`config.mk`:
```
export PLATFORM = sky130hd
export DESIGN_NAME = i2c_buffered_rx
export DESIGN_NICKNAME = d
export VERILOG_FILES = /design/src/rtl/i2cbr_pkg.sv /design/src/rtl/i2cbr_bus_sense.sv /design/src/rtl/i2cbr_rx_buf.sv /design/src/rtl/i2cbr_rx_fsm.sv /design/src/rtl/i2c_buffered_rx.sv
export SDC_FILE = /design/constraint.sdc
export NUM_CORES = 1
export LEC_CHECK = 0
export BUFFER_PORTS_ARGS = -buffer_cell sky130_fd_sc_hd__buf_4
export CORE_AREA = 4 4 229 231
export DETAILED_ROUTE_END_ITERATION = 12
export DIE_AREA = 0 0 233 235
export PLACE_DENSITY = 0.67
export SLEW_MARGIN = 20
export SYNTH_ARGS = -nofsm -noshare
export SYNTH_HDL_FRONTEND = slang
export SYNTH_SLANG_ARGS = --single-unit
```
`constraint.sdc`:
```
create_clock -name clk -period 2.5 [get_ports clk]
set_input_delay 0.25 -clock clk [delete_from_list [all_inputs] [get_ports clk]]
set_output_delay 0.25 -clock clk [all_outputs]
set_load 0.005 [all_outputs]
```
`src/rtl/i2cbr_pkg.sv`:
```
package i2cbr_pkg;
  typedef enum logic [2:0] {
    ST_IDLE, ST_ADDR, ST_AACK, ST_DATA, ST_DACK, ST_HOLD
  } rx_state_e;

  localparam logic [7:0] STS_IDLE      = 8'hF8;
  localparam logic [7:0] STS_ADDR_ACK  = 8'h60;
  localparam logic [7:0] STS_DATA_ACK  = 8'h80;
  localparam logic [7:0] STS_DATA_NACK = 8'h88;
  localparam logic [7:0] STS_BUS_END   = 8'hA0;

  localparam logic [1:0] SEL_CTRL   = 2'd0;
  localparam logic [1:0] SEL_STATUS = 2'd1;
  localparam logic [1:0] SEL_COUNT  = 2'd2;
  localparam logic [1:0] SEL_DATA   = 2'd3;
endpackage

```
`src/rtl/i2cbr_bus_sense.sv`:
```
module i2cbr_bus_sense #(
  parameter int SYNC_STAGES = 2
) (
  input  logic clk,
  input  logic rst_n,
  input  logic scl_i,
  input  logic sda_i,
  output logic scl_lvl,
  output logic sda_lvl,
  output logic scl_rise,
  output logic scl_fall,
  output logic start_det,
  output logic stop_det
);
  localparam int NS = (SYNC_STAGES < 2) ? 2 : SYNC_STAGES;

  logic [NS-1:0] scl_sh, sda_sh;
  logic          scl_prev, sda_prev;

  always_ff @(posedge clk or negedge rst_n) begin
    if (!rst_n) begin
      scl_sh   <= '1;
      sda_sh   <= '1;
      scl_prev <= 1'b1;
      sda_prev <= 1'b1;
    end else begin
      scl_sh   <= {scl_sh[NS-2:0], scl_i};
      sda_sh   <= {sda_sh[NS-2:0], sda_i};
      scl_prev <= scl_sh[NS-1];
      sda_prev <= sda_sh[NS-1];
    end
  end

  assign scl_lvl   = scl_sh[NS-1];
  assign sda_lvl   = sda_sh[NS-1];
  assign scl_rise  = scl_lvl & ~scl_prev;
  assign scl_fall  = ~scl_lvl & scl_prev;
  assign start_det = scl_lvl & scl_prev & sda_prev & ~sda_lvl;
  assign stop_det  = scl_lvl & scl_prev & ~sda_prev & sda_lvl;
endmodule

```
`src/rtl/i2cbr_rx_buf.sv`:
```
module i2cbr_rx_buf #(
  parameter int BUF_DEPTH = 68
) (
  input  logic       clk,
  input  logic       rst_n,
  input  logic       wr_en,
  input  logic [7:0] wr_data,
  input  logic       wptr_clr,
  input  logic       rd_adv,
  input  logic       rptr_clr,
  output logic [7:0] rd_data
);
  localparam int PTRW = (BUF_DEPTH > 1) ? $clog2(BUF_DEPTH) : 1;
  localparam logic [PTRW-1:0] LAST_LOC = PTRW'(BUF_DEPTH - 1);

  logic [7:0]      mem [BUF_DEPTH];
  logic [PTRW-1:0] wptr_q, wptr_d, rptr_q, rptr_d;

  always_comb begin
    wptr_d = wptr_q;
    if (wptr_clr)   wptr_d = '0;
    else if (wr_en) wptr_d = (wptr_q == LAST_LOC) ? '0 : wptr_q + 1'b1;
    rptr_d = rptr_q;
    if (rptr_clr)    rptr_d = '0;
    else if (rd_adv) rptr_d = (rptr_q == LAST_LOC) ? '0 : rptr_q + 1'b1;
  end

  always_ff @(posedge clk or negedge rst_n) begin
    if (!rst_n) begin
      wptr_q <= '0;
      rptr_q <= '0;
    end else begin
      wptr_q <= wptr_d;
      rptr_q <= rptr_d;
    end
  end

  always_ff @(posedge clk) begin
    if (wr_en && !wptr_clr) mem[wptr_q] <= wr_data;
  end

  assign rd_data = mem[rptr_q];

  p_wptr_range_r4: assert property (@(posedge clk) disable iff (!rst_n)
    wptr_q <= LAST_LOC);
  p_rptr_range_r9: assert property (@(posedge clk) disable iff (!rst_n)
    rptr_q <= LAST_LOC);
endmodule

```
`src/rtl/i2cbr_rx_fsm.sv`:
```
module i2cbr_rx_fsm
  import i2cbr_pkg::*;
#(
  parameter logic [6:0] OWN_ADDR = 7'h2A
) (
  input  logic       clk,
  input  logic       rst_n,
  input  logic       scl_lvl,
  input  logic       sda_lvl,
  input  logic       scl_rise,
  input  logic       scl_fall,
  input  logic       start_det,
  input  logic       stop_det,
  input  logic       ack_en,
  input  logic       cnt_wr,
  input  logic [7:0] cnt_wdata,
  input  logic       irq_clr,
  output logic       irq_o,
  output logic [7:0] status_o,
  output logic       last_o,
  output logic [6:0] rcvcnt_o,
  output logic       buf_we,
  output logic [7:0] buf_wdata,
  output logic       wptr_clr,
  output logic       seq_end,
  output logic       sda_oe_o,
  output logic       scl_oe_o
);
  rx_state_e  state_q, state_d;
  logic [3:0] bitcnt_q, bitcnt_d;
  logic [7:0] shreg_q, shreg_d;
  logic       sda_oe_q, sda_oe_d;
  logic       irq_q, irq_d, irq_set;
  logic [7:0] status_q, status_d;
  logic [6:0] target_q, target_d;
  logic       last_q, last_d;
  logic [6:0] rcvcnt_q, rcvcnt_d, rcv_inc;
  logic       ack_q, ack_d, final_q, final_d, resume_q, resume_d;
  logic       receiving, byte_done, is_final;

  assign rcv_inc   = rcvcnt_q + 7'd1;
  assign receiving = (state_q == ST_DATA) || (state_q == ST_DACK);
  assign byte_done = scl_fall && (bitcnt_q == 4'd8);
  assign is_final  = (rcv_inc >= target_q);

  always_comb begin
    state_d  = state_q;
    bitcnt_d = bitcnt_q;
    shreg_d  = shreg_q;
    sda_oe_d = sda_oe_q;
    status_d = status_q;
    target_d = target_q;
    last_d   = last_q;
    rcvcnt_d = rcvcnt_q;
    ack_d    = ack_q;
    final_d  = final_q;
    resume_d = resume_q;
    irq_set  = 1'b0;
    buf_we   = 1'b0;
    wptr_clr = cnt_wr;

    case (state_q)
      ST_ADDR, ST_DATA: begin
        if (scl_rise) begin
          shreg_d  = {shreg_q[6:0], sda_lvl};
          bitcnt_d = bitcnt_q + 4'd1;
        end
        if (byte_done) begin
          bitcnt_d = 4'd0;
          if (state_q == ST_ADDR) begin
            if (shreg_q[7:1] == OWN_ADDR && !shreg_q[0] && ack_en) begin
              state_d  = ST_AACK;
              sda_oe_d = 1'b1;
            end else begin
              state_d = ST_IDLE;
            end
          end else begin
            buf_we   = 1'b1;
            rcvcnt_d = rcv_inc;
            final_d  = is_final;
            ack_d    = !(is_final && last_q);
            sda_oe_d = !(is_final && last_q);
            state_d  = ST_DACK;
          end
        end
      end
      ST_AACK: begin
        if (scl_fall) begin
          sda_oe_d = 1'b0;
          irq_set  = 1'b1;
          status_d = STS_ADDR_ACK;
          rcvcnt_d = '0;
          wptr_clr = 1'b1;
          resume_d = 1'b1;
          state_d  = ST_HOLD;
        end
      end
      ST_DACK: begin
        if (scl_fall) begin
          sda_oe_d = 1'b0;
          if (final_q) begin
            irq_set  = 1'b1;
            status_d = ack_q ? STS_DATA_ACK : STS_DATA_NACK;
            resume_d = ack_q;
            state_d  = ST_HOLD;
          end else begin
            state_d = ST_DATA;
          end
        end
      end
      ST_HOLD: begin
        if (!irq_q) begin
          state_d = resume_q ? ST_DATA : ST_IDLE;
          if (resume_q) rcvcnt_d = '0;
        end
      end
      default: ;
    endcase

    if (start_det || stop_det) begin
      if (receiving) begin
        irq_set  = 1'b1;
        status_d = STS_BUS_END;
      end
      sda_oe_d = 1'b0;
      bitcnt_d = 4'd0;
      state_d  = start_det ? ST_ADDR : ST_IDLE;
    end

    if (cnt_wr) begin
      target_d = cnt_wdata[6:0];
      last_d   = cnt_wdata[7];
      rcvcnt_d = '0;
    end

    irq_d = irq_set ? 1'b1 : (irq_clr ? 1'b0 : irq_q);
  end

  always_ff @(posedge clk or negedge rst_n) begin
    if (!rst_n) begin
      state_q  <= ST_IDLE;
      bitcnt_q <= '0;
      shreg_q  <= '0;
      sda_oe_q <= 1'b0;
      irq_q    <= 1'b0;
      status_q <= STS_IDLE;
      target_q <= '0;
      last_q   <= 1'b0;
      rcvcnt_q <= '0;
      ack_q    <= 1'b0;
      final_q  <= 1'b0;
      resume_q <= 1'b0;
    end else begin
      state_q  <= state_d;
      bitcnt_q <= bitcnt_d;
      shreg_q  <= shreg_d;
      sda_oe_q <= sda_oe_d;
      irq_q    <= irq_d;
      status_q <= status_d;
      target_q <= target_d;
      last_q   <= last_d;
      rcvcnt_q <= rcvcnt_d;
      ack_q    <= ack_d;
      final_q  <= final_d;
      resume_q <= resume_d;
    end
  end

  assign irq_o     = irq_q;
  assign status_o  = status_q;
  assign last_o    = last_q;
  assign rcvcnt_o  = rcvcnt_q;
  assign buf_wdata = shreg_q;
  assign seq_end   = irq_set;
  assign sda_oe_o  = sda_oe_q;
  assign scl_oe_o  = (state_q == ST_HOLD) && irq_q;

  p_sda_drive_scl_low_r4: assert property (@(posedge clk) disable iff (!rst_n)
    $rose(sda_oe_q) |-> !scl_lvl);
  p_addr_irq_r2: assert property (@(posedge clk) disable iff (!rst_n)
    (state_q == ST_AACK && scl_fall && !start_det && !stop_det)
      |=> (irq_q && status_q == STS_ADDR_ACK));
  p_nack_final_r5: assert property (@(posedge clk) disable iff (!rst_n)
    (state_q == ST_DATA && byte_done && last_q && is_final && !start_det && !stop_det)
      |=> !sda_oe_q);
  p_bus_end_r8: assert property (@(posedge clk) disable iff (!rst_n)
    ((start_det || stop_det) && receiving) |=> (irq_q && status_q == STS_BUS_END && !scl_oe_o));
  p_release_on_clear_r6: assert property (@(posedge clk) disable iff (!rst_n)
    (irq_clr && !irq_set) |=> !scl_oe_o);
endmodule

```
`src/rtl/i2c_buffered_rx.sv`:
```
module i2c_buffered_rx
  import i2cbr_pkg::*;
#(
  parameter int         BUF_DEPTH   = 68,
  parameter logic [6:0] OWN_ADDR    = 7'h2A,
  parameter int         SYNC_STAGES = 2
) (
  input  logic       clk,
  input  logic       rst_n,
  input  logic [1:0] host_sel,
  input  logic       host_wr,
  input  logic       host_rd,
  input  logic [7:0] host_wdata,
  output logic [7:0] host_rdata,
  output logic       irq_o,
  input  logic       scl_i,
  output logic       scl_oe_o,
  input  logic       sda_i,
  output logic       sda_oe_o
);
  logic [1:0] rst_pipe;
  logic       rst_sync_n;

  always_ff @(posedge clk or negedge rst_n) begin
    if (!rst_n) rst_pipe <= 2'b00;
    else        rst_pipe <= {rst_pipe[0], 1'b1};
  end
  assign rst_sync_n = rst_pipe[1];

  logic scl_lvl, sda_lvl, scl_rise, scl_fall, start_det, stop_det;
  logic ack_en_q, ack_en_d;
  logic cnt_wr, irq_clr, rd_adv;
  logic [7:0] status, buf_wdata, buf_rdata;
  logic [6:0] rcvcnt;
  logic last, buf_we, wptr_clr, seq_end;

  assign cnt_wr  = host_wr && (host_sel == SEL_COUNT);
  assign irq_clr = host_wr && (host_sel == SEL_CTRL) && !host_wdata[1];
  assign rd_adv  = host_rd && (host_sel == SEL_DATA);

  always_comb begin
    ack_en_d = ack_en_q;
    if (host_wr && host_sel == SEL_CTRL) ack_en_d = host_wdata[0];
  end

  always_ff @(posedge clk or negedge rst_sync_n) begin
    if (!rst_sync_n) ack_en_q <= 1'b0;
    else             ack_en_q <= ack_en_d;
  end

  i2cbr_bus_sense #(.SYNC_STAGES(SYNC_STAGES)) u_sense (
    .clk(clk), .rst_n(rst_sync_n), .scl_i(scl_i), .sda_i(sda_i),
    .scl_lvl(scl_lvl), .sda_lvl(sda_lvl), .scl_rise(scl_rise), .scl_fall(scl_fall),
    .start_det(start_det), .stop_det(stop_det)
  );

  i2cbr_rx_fsm #(.OWN_ADDR(OWN_ADDR)) u_fsm (
    .clk(clk), .rst_n(rst_sync_n), .scl_lvl(scl_lvl), .sda_lvl(sda_lvl),
    .scl_rise(scl_rise), .scl_fall(scl_fall), .start_det(start_det), .stop_det(stop_det),
    .ack_en(ack_en_q), .cnt_wr(cnt_wr), .cnt_wdata(host_wdata), .irq_clr(irq_clr),
    .irq_o(irq_o), .status_o(status), .last_o(last), .rcvcnt_o(rcvcnt),
    .buf_we(buf_we), .buf_wdata(buf_wdata), .wptr_clr(wptr_clr), .seq_end(seq_end),
    .sda_oe_o(sda_oe_o), .scl_oe_o(scl_oe_o)
  );

  i2cbr_rx_buf #(.BUF_DEPTH(BUF_DEPTH)) u_buf (
    .clk(clk), .rst_n(rst_sync_n), .wr_en(buf_we), .wr_data(buf_wdata),
    .wptr_clr(wptr_clr), .rd_adv(rd_adv), .rptr_clr(cnt_wr | seq_end),
    .rd_data(buf_rdata)
  );

  always_comb begin
    case (host_sel)
      SEL_CTRL:   host_rdata = {6'b0, irq_o, ack_en_q};
      SEL_STATUS: host_rdata = status;
      SEL_COUNT:  host_rdata = {last, rcvcnt};
      default:    host_rdata = buf_rdata;
    endcase
  end
endmodule

```
==> results.md, run 1 <==
- Buf+Inv Stages, Crit Path: 5
- Top cell by count, worst path: buf_4
- Worst R2R Start: u_sense.scl_prev
- Tot GR Track Use: a little over a fifth
- Critical path endpoint category: output port
- Utilization after layout: between 60% and 70%
- Largest net degree at the start of global routing: just over 70
- CP delay by family, top: buffers and inverters
- Post-Syn Area: 24890 sq um
- Peak supply drop: a little over 0.6 mV
- Initial antenna violation count: 0
- Post-synth EDFFs: between 500 and 600
- Row count: 82
- Post-DP HPWL: between 30 and 40 mm
- CTS Sinks: just over 600
- Root Driver: clkbuf_16
- Stages on worst setup path: 10
- Clk Latency, worst-skew pair: between 600 and 700 ps
- Max Slew Vio Count: 0
- Setup_tns: -6130 ps
- #FFs+latches synth: 610
- Setup violators final: 8
- Synth unique cells: 70
- # Max-Cap Violations: 0
- Remaining Overflow, GRT: 0
- DRT antenna net count: 0
- Worst Setup Start Kind: flop
- Commonest non-fill, non-tap cell in the layout: edfxtp_1
- CP startpoint: u_buf.rptr_q[0]
- Nets: roughly 1700
- Slowest cell on crit path: dfrtp_4
- WP data required: ~2300 ps
- Reg-to-reg slack, setup: ~90 ps
- Post-Syn Nets: 1423
- Largest area contributor in the netlist: edfxtp_1
- Share of the synthesized area in the top cell type: ~66%
- Synthesized area per cell: 17.84 sq um
- Yosys warns: 0
- FF-to-FF End: u_buf.mem[4][5]
- Period minus WS final: about 3400 ps
- Fill count: about 3700
- Seq/Total Area, Yosys: 72.33%
- Vias/cell: between 5 and 6
- Die area: 54760 sq um
- Via count: roughly 14000
- CTS max path bufs: 3
- Crit path DAT: between 3000 and 4000 ps
- Layout area overhead: 21.23%
- DIE HEIGHT: approximately 240 um
- Clock skew: about 15 ps
- Final instance area: 30170 sq um
- Synth top area cells: edfxtp_1 66%, mux4_2 10%, dfrtp_1 5.5%
- Vias in the first global route: 14150
- Setup slack after layout: -852.8 ps
- CP Cell Sequence: buf_12 -> buf_16 -> buf_6 -> mux4_2 -> mux2i_4 -> o22ai_2 -> nor4_4 -> buf_4 -> a21oi_2 -> buf_4
- Initial DRC Count: 1537
- Starting Density: between 40% and 50%
- Max-slew headroom: 43.75%
- Avg WL per Cell: around 25 um
- Total power: 25.10 mW
- Crit share post-route: 134.1%
- Worst-path clk slew: around 60 ps
- I/O pins: 27
- Synthesized instance count: ~1400
- Kind of critical path: reg -> out
- Pleak: approximately 10 nW
- First-pass GRT wire length: about 90 mm
- Async S/R FF share, synth: a little over a tenth
- Die Span X: between 200 and 250 um
- Pre-CTS setup slack: -736.9 ps
- Crit-path max cell delay: around 500 ps
- Run status: finished with violations
- CP Max Fanout: 7
- Core ar.: approximately 50000 sq um
- Hold crit path type: in -> reg
- Routability Congestion: between 0.9 and 1
- TritonCTS clock tree: built
- PortBufs: 26
- Final WL: ~60 mm
- Maximum clock rate: between 200 and 300 MHz
- Failing checks: setup timing
- Antenna cell count: 0
- Most frequent cells in the layout: 544 x edfxtp_1, 223 x buf_4, 116 x mux4_2
- Worst slew pin tran: about 840 ps
- H-tree levels: 2
- Setup crit end: host_rdata[5]
- CTS Buf Count: just under 60
- Final count of hold timing violations: 0
- PwrDens: 831.8 nW/um^2
- Cell Area, Placed: roughly 27000 sq um
- Pre-Repair DR Iteration Count: 5
- RSZ-0062 raised after global routing: yes
- Top_reg_cell synth: edfxtp_1
- Share of cells above drive strength 1: around a third
- Worst R2R Path Depth: 8
- Drt drc: 0
-- worst register-to-register path: stages (launching register included) --
cell	delay, ps
dfstp_2	520
and4bb_1	230
and4_1	270
and2_2	250
and2b_4	230
nand2_2	90
buf_4	170
nor2_1	130
buf_4	220
-- cell usage after synthesis, types with 5 or more instances --
| master | count |
|---|---|
| buf_4 | 16 |
| o221ai_1 | 6 |
| dfrtp_1 | 55 |
| a22oi_1 | 11 |
| xnor2_1 | 5 |
| a211oi_1 | 10 |
| a31oi_1 | 12 |
| o22ai_1 | 17 |
| xor2_1 | 6 |
| nand3_1 | 21 |
| nor2b_1 | 23 |
| mux4_2 | 115 |
| nand4_1 | 8 |
| ha_1 | 12 |
| nor3_1 | 8 |
| buf_6 | 7 |
| nand2_1 | 57 |
| nand2b_1 | 7 |
| mux2_2 | 20 |
| inv_1 | 18 |
| and3_1 | 5 |
| clkbuf_1 | 22 |
| buf_2 | 20 |
| o21ai_0 | 36 |
| nor2_1 | 119 |
| and2_1 | 8 |
| edfxtp_1 | 544 |
| a21oi_1 | 44 |
| buf_1 | 5 |
| mux2i_1 | 72 |
| dfstp_2 | 11 |
-- layout make-up --
cell class / instances / area, sq um / share of cell area [%]
Tap cell: 672 / 840.8 / 2.787
Clock inverter: 30 / 206.4 / 0.6843
Timing Repair Buffer: 278 / 2567 / 8.510
Inverter: 18 / 67.56 / 0.2239
Sequential cell: 610 / 18020 / 59.74
Clock buffer: 80 / 1643 / 5.445
Multi-Input combinational cell: 696 / 6822 / 22.61
-- logic make-up (layout without fill, tap and decap cells) --
family,Yosys count,in the layout,synth area share (%)
buffers and inverters,89,406,1.961
muxes,211,211,14.63
AOI/OAI and AO/OA,174,174,4.510
DFF,610,610,72.33
xor gates and xnor gates,11,11,0.3871
and+or+nand+nor,287,287,5.565
other,1,1,0.01507
adders and majority gates,12,12,0.6033
-- power breakdown --
part | internal (mW) | switching [mW]
clock network | 4.80 | 3.68
logic | 1.58 | 2.56
registers | 12.4 | 0.0951
-- routing by layer --
metal | track usage, % | vias up | part of all wire [%] | wire (um)
li1 | - | 6115 | - | -
met1 | 30.74 | 7314 | 41 | 24230
met2 | 34.90 | 579 | 49 | 29080
met3 | 4.021 | 118 | 7.5 | 4475
met4 | 7.481 | 0 | 3.4 | 2027
met5 | 0 | - | 0 | 0
-- repair_timing --
item                                   4_1_cts  5_1_grt
gates cloned                                 4        1
hold buffers                                13        0
setup endpoints to repair                   43       28
endpoints found under the hold margin       14        0
gates resized for setup                     86       29
pin swaps                                   14       15
setup buffers                               18        9
-- sequential cells by signal, summed over array words and instances, names as in the netlist, 3 cells and up --
signal and flops:
u_buf.mem 544, u_buf.rptr_q 7, u_buf.wptr_q 7, u_fsm.bitcnt_q 4
u_fsm.buf_wdata 8, u_fsm.rcvcnt_o 7, u_fsm.state_q 3, u_fsm.status_o 8
u_fsm.target_q 7
-- worst min path at each step --
stage | startpoint | endpoint | slack [ps] | depth (start not counted)
after floorplan | rst_n | rst_pipe[0] | -50 | 0
after global placement | rst_n | rst_pipe[0] | 30 | 1
after detailed placement | rst_n | rst_pipe[0] | 40 | 1
after CTS | host_sel[0] | ack_en_q | 20 | 4
after global routing | host_sel[0] | ack_en_q | 60 | 4
final | host_sel[0] | u_fsm.irq_o | 50 | 5
-- through the flow --
step,std cells,hold slack [ps]
floorplan,1395,-45.59
global placement,2230,32.53
detailed placement,2230,36.26
CTS,2374,18.40
global route,2384,64.47
finish,2384,49.52
(Power assumes the default switching activity.)
==> run 2, diff against run 1 <==
--- a/config.mk
+++ b/config.mk
@@ -10,6 +10,8 @@
 export DETAILED_ROUTE_END_ITERATION = 12
 export DIE_AREA = 0 0 233 235
 export PLACE_DENSITY = 0.67
+export RECOVER_POWER = 100
+export SETUP_SLACK_MARGIN = 0.05
 export SLEW_MARGIN = 20
 export SYNTH_ARGS = -nofsm -noshare
 export SYNTH_HDL_FRONTEND = slang
==> results.md, run 2 (synthesized netlist as in run 1, its figures left out) <==
- CTS Buf Count: 59
- Tot GR Track Use: 21.89%
- Nets: between 1500 and 2000
- Kind of critical path: reg -> out
- Starting Density: approximately half
- Period minus WS final: 3351 ps
- Critical path endpoint category: output port
- Share of cells above drive strength 1: between 30 and 40%
- Setup_tns: -19520 ps
- Run status: finished with violations
- CP Max Fanout: 7
- PwrDens: roughly 840 nW/um^2
- Utilization after layout: 59.98%
- Pre-Repair DR Iteration Count: 6
- Vias in the first global route: between 10000 and 15000
- Worst-path clk slew: approximately 60 ps
- Layout area overhead: 20.67%
- CTS Sinks: between 600 and 700
- Crit path DAT: ~3100 ps
- Commonest non-fill, non-tap cell in the layout: edfxtp_1
- Remaining Overflow, GRT: 0
- Setup violators final: approximately 330
- Final count of hold timing violations: 0
- Fill count: approximately 3700
- Buf+Inv Stages, Crit Path: 5
- Largest net degree at the start of global routing: between 70 and 80
- Register area: 18020 sq um
- Maximum clock rate: 298.4 MHz
- Multi-input logic area: between 6000 and 7000 sq um
- DIE HEIGHT: between 200 and 250 um
- Clk Latency, worst-skew pair: about 620 ps
- Avg WL per Cell: between 20 and 30 um
- Hold crit path type: in -> reg
- Post-DP HPWL: ~38 mm
- H-tree levels: 2
- Drt drc: 0
- CP Cell Sequence: buf_12 -> buf_16 -> buf_6 -> mux4_2 -> mux2i_4 -> o22ai_2 -> nor4_4 -> buf_4 -> a21oi_2 -> buf_4
- Antenna cell count: 0
- Worst slew pin tran: approximately 1600 ps
- Routability Congestion: 0.9089
- Most frequent cells in the layout: 544 x edfxtp_1, 193 x buf_4, 116 x mux4_2
- Core ar.: approximately 50000 sq um
- Final instance area: about 30000 sq um
- RSZ-0062 raised after global routing: yes
- WP data required: 2250 ps
- Die area: approximately 55000 sq um
- # Max-Cap Violations: 5
- Post-Layout Cell Count: 2381
- Peak supply drop: between 0.6 and 0.7 mV
- Initial DRC Count: approximately 1500
- Via count: ~14000
- Final WL: ~60 mm
- Max-slew headroom: -8.687%
- Row count: between 80 and 90
- Crit-path max cell delay: 500 ps
- Pre-CTS setup slack: -736.9 ps
- Clock skew: between 15 and 20 ps
- Worst Setup Start Kind: flop
- Top cell by count, worst path: buf_4
- TritonCTS clock tree: built
- DRT antenna net count: 0
- Max Slew Vio Count: approximately 360
- Die Span X: between 200 and 250 um
- Initial antenna violation count: 0
- Vias/cell: just under 6
- Max reg flops: around 540
- Setup slack after layout: -851.5 ps
- Pleak: about 10 nW
- Top reg by flops: u_buf.mem
- DP Cell Count: 2230
- Slowest cell on crit path: dfrtp_4
- CTS max path bufs: 3
- Root Driver: clkbuf_16
- Crit share post-route: 134.1%
- First-pass GRT wire length: 89.76 mm
- CP delay by family, top: buffers and inverters
- I/O pins: 27
- PortBufs: 26
- Failing checks: capacitance limit, slew limit, setup timing
- Cell Area, Placed: between 20000 and 30000 sq um
-- run 2: cell types whose count changed in the layout (fill, tap and decap cells not counted), sizes merged --
cell and delta:
buf -29, clkbuf +26
-- run 2: cell type report --
class                      instances  area share (%)
sequential                       610           60.01
timing repair buffer             275           8.191
multi-input combinational        696           22.61
clock inverter                    30          0.6874
inverter                          18          0.2250
clock buffer                      80           5.470
tap                              672           2.800
-- run 2: metal layers --
| metal | GRT usage, % | wire, um |
|---|---|---|
| met4 | 7.553 | 2214 |
| met5 | 0 | 0 |
| met1 | 30.42 | 23880 |
| met3 | 4.506 | 4621 |
| met2 | 34.83 | 28880 |
-- run 2: per-stage QoR --
stage	power, mW	hold slack (ps)
5_1_grt	26.02	64.45
6_report	25.11	53.57
3_3_place_gp	16.24	32.53
3_5_place_dp	16.34	36.26
4_1_cts	25.16	18.40
2_1_floorplan	14.78	-45.59
-- run 2: tightest hold or removal path: cells and delay by family --
| kind | cells | cell delay [ps] |
|---|---|---|
| compound gates | 1 | 80 |
| simple gates | 3 | 190 |
| buf+inv | 1 | 110 |
-- run 2: path summary, 6_finish.rpt --
path                                  start               to  slack (ps)  cells past startpoint
max in group asynchronous       rst_pipe[1]  u_buf.rptr_q[1]         500                      1
hold reg to reg                 rst_pipe[0]      rst_pipe[1]         360                      0
setup / recovery            u_buf.rptr_q[0]    host_rdata[5]        -850                     10
hold / removal                  host_sel[0]      u_fsm.irq_o          50                      5
setup reg to reg           u_sense.scl_prev  u_buf.mem[4][5]         -90                      8
min in group asynchronous       rst_pipe[1]   u_fsm.resume_q         480                      0
-- run 2: what timing repair did --
| item | in CTS | in global routing |
|---|---|---|
| hold buffers | 13 | 0 |
| endpoints found under the setup margin | 154 | 101 |
| resized for setup | 81 | 34 |
| buffers inserted | 18 | 8 |
| hold endpoints to repair | 14 | 0 |
| cloned | 4 | 0 |
| pin swaps | 14 | 18 |
-- run 2: report_power, final --
part	internal, mW	switching [mW]	leakage (nW)	total, mW
clock network	4.80	3.67	0.905	8.48
registers	12.5	0.0944	5.84	12.6
logic	1.52	2.54	3.56	4.07
total	18.8	6.31	10.3	25.1
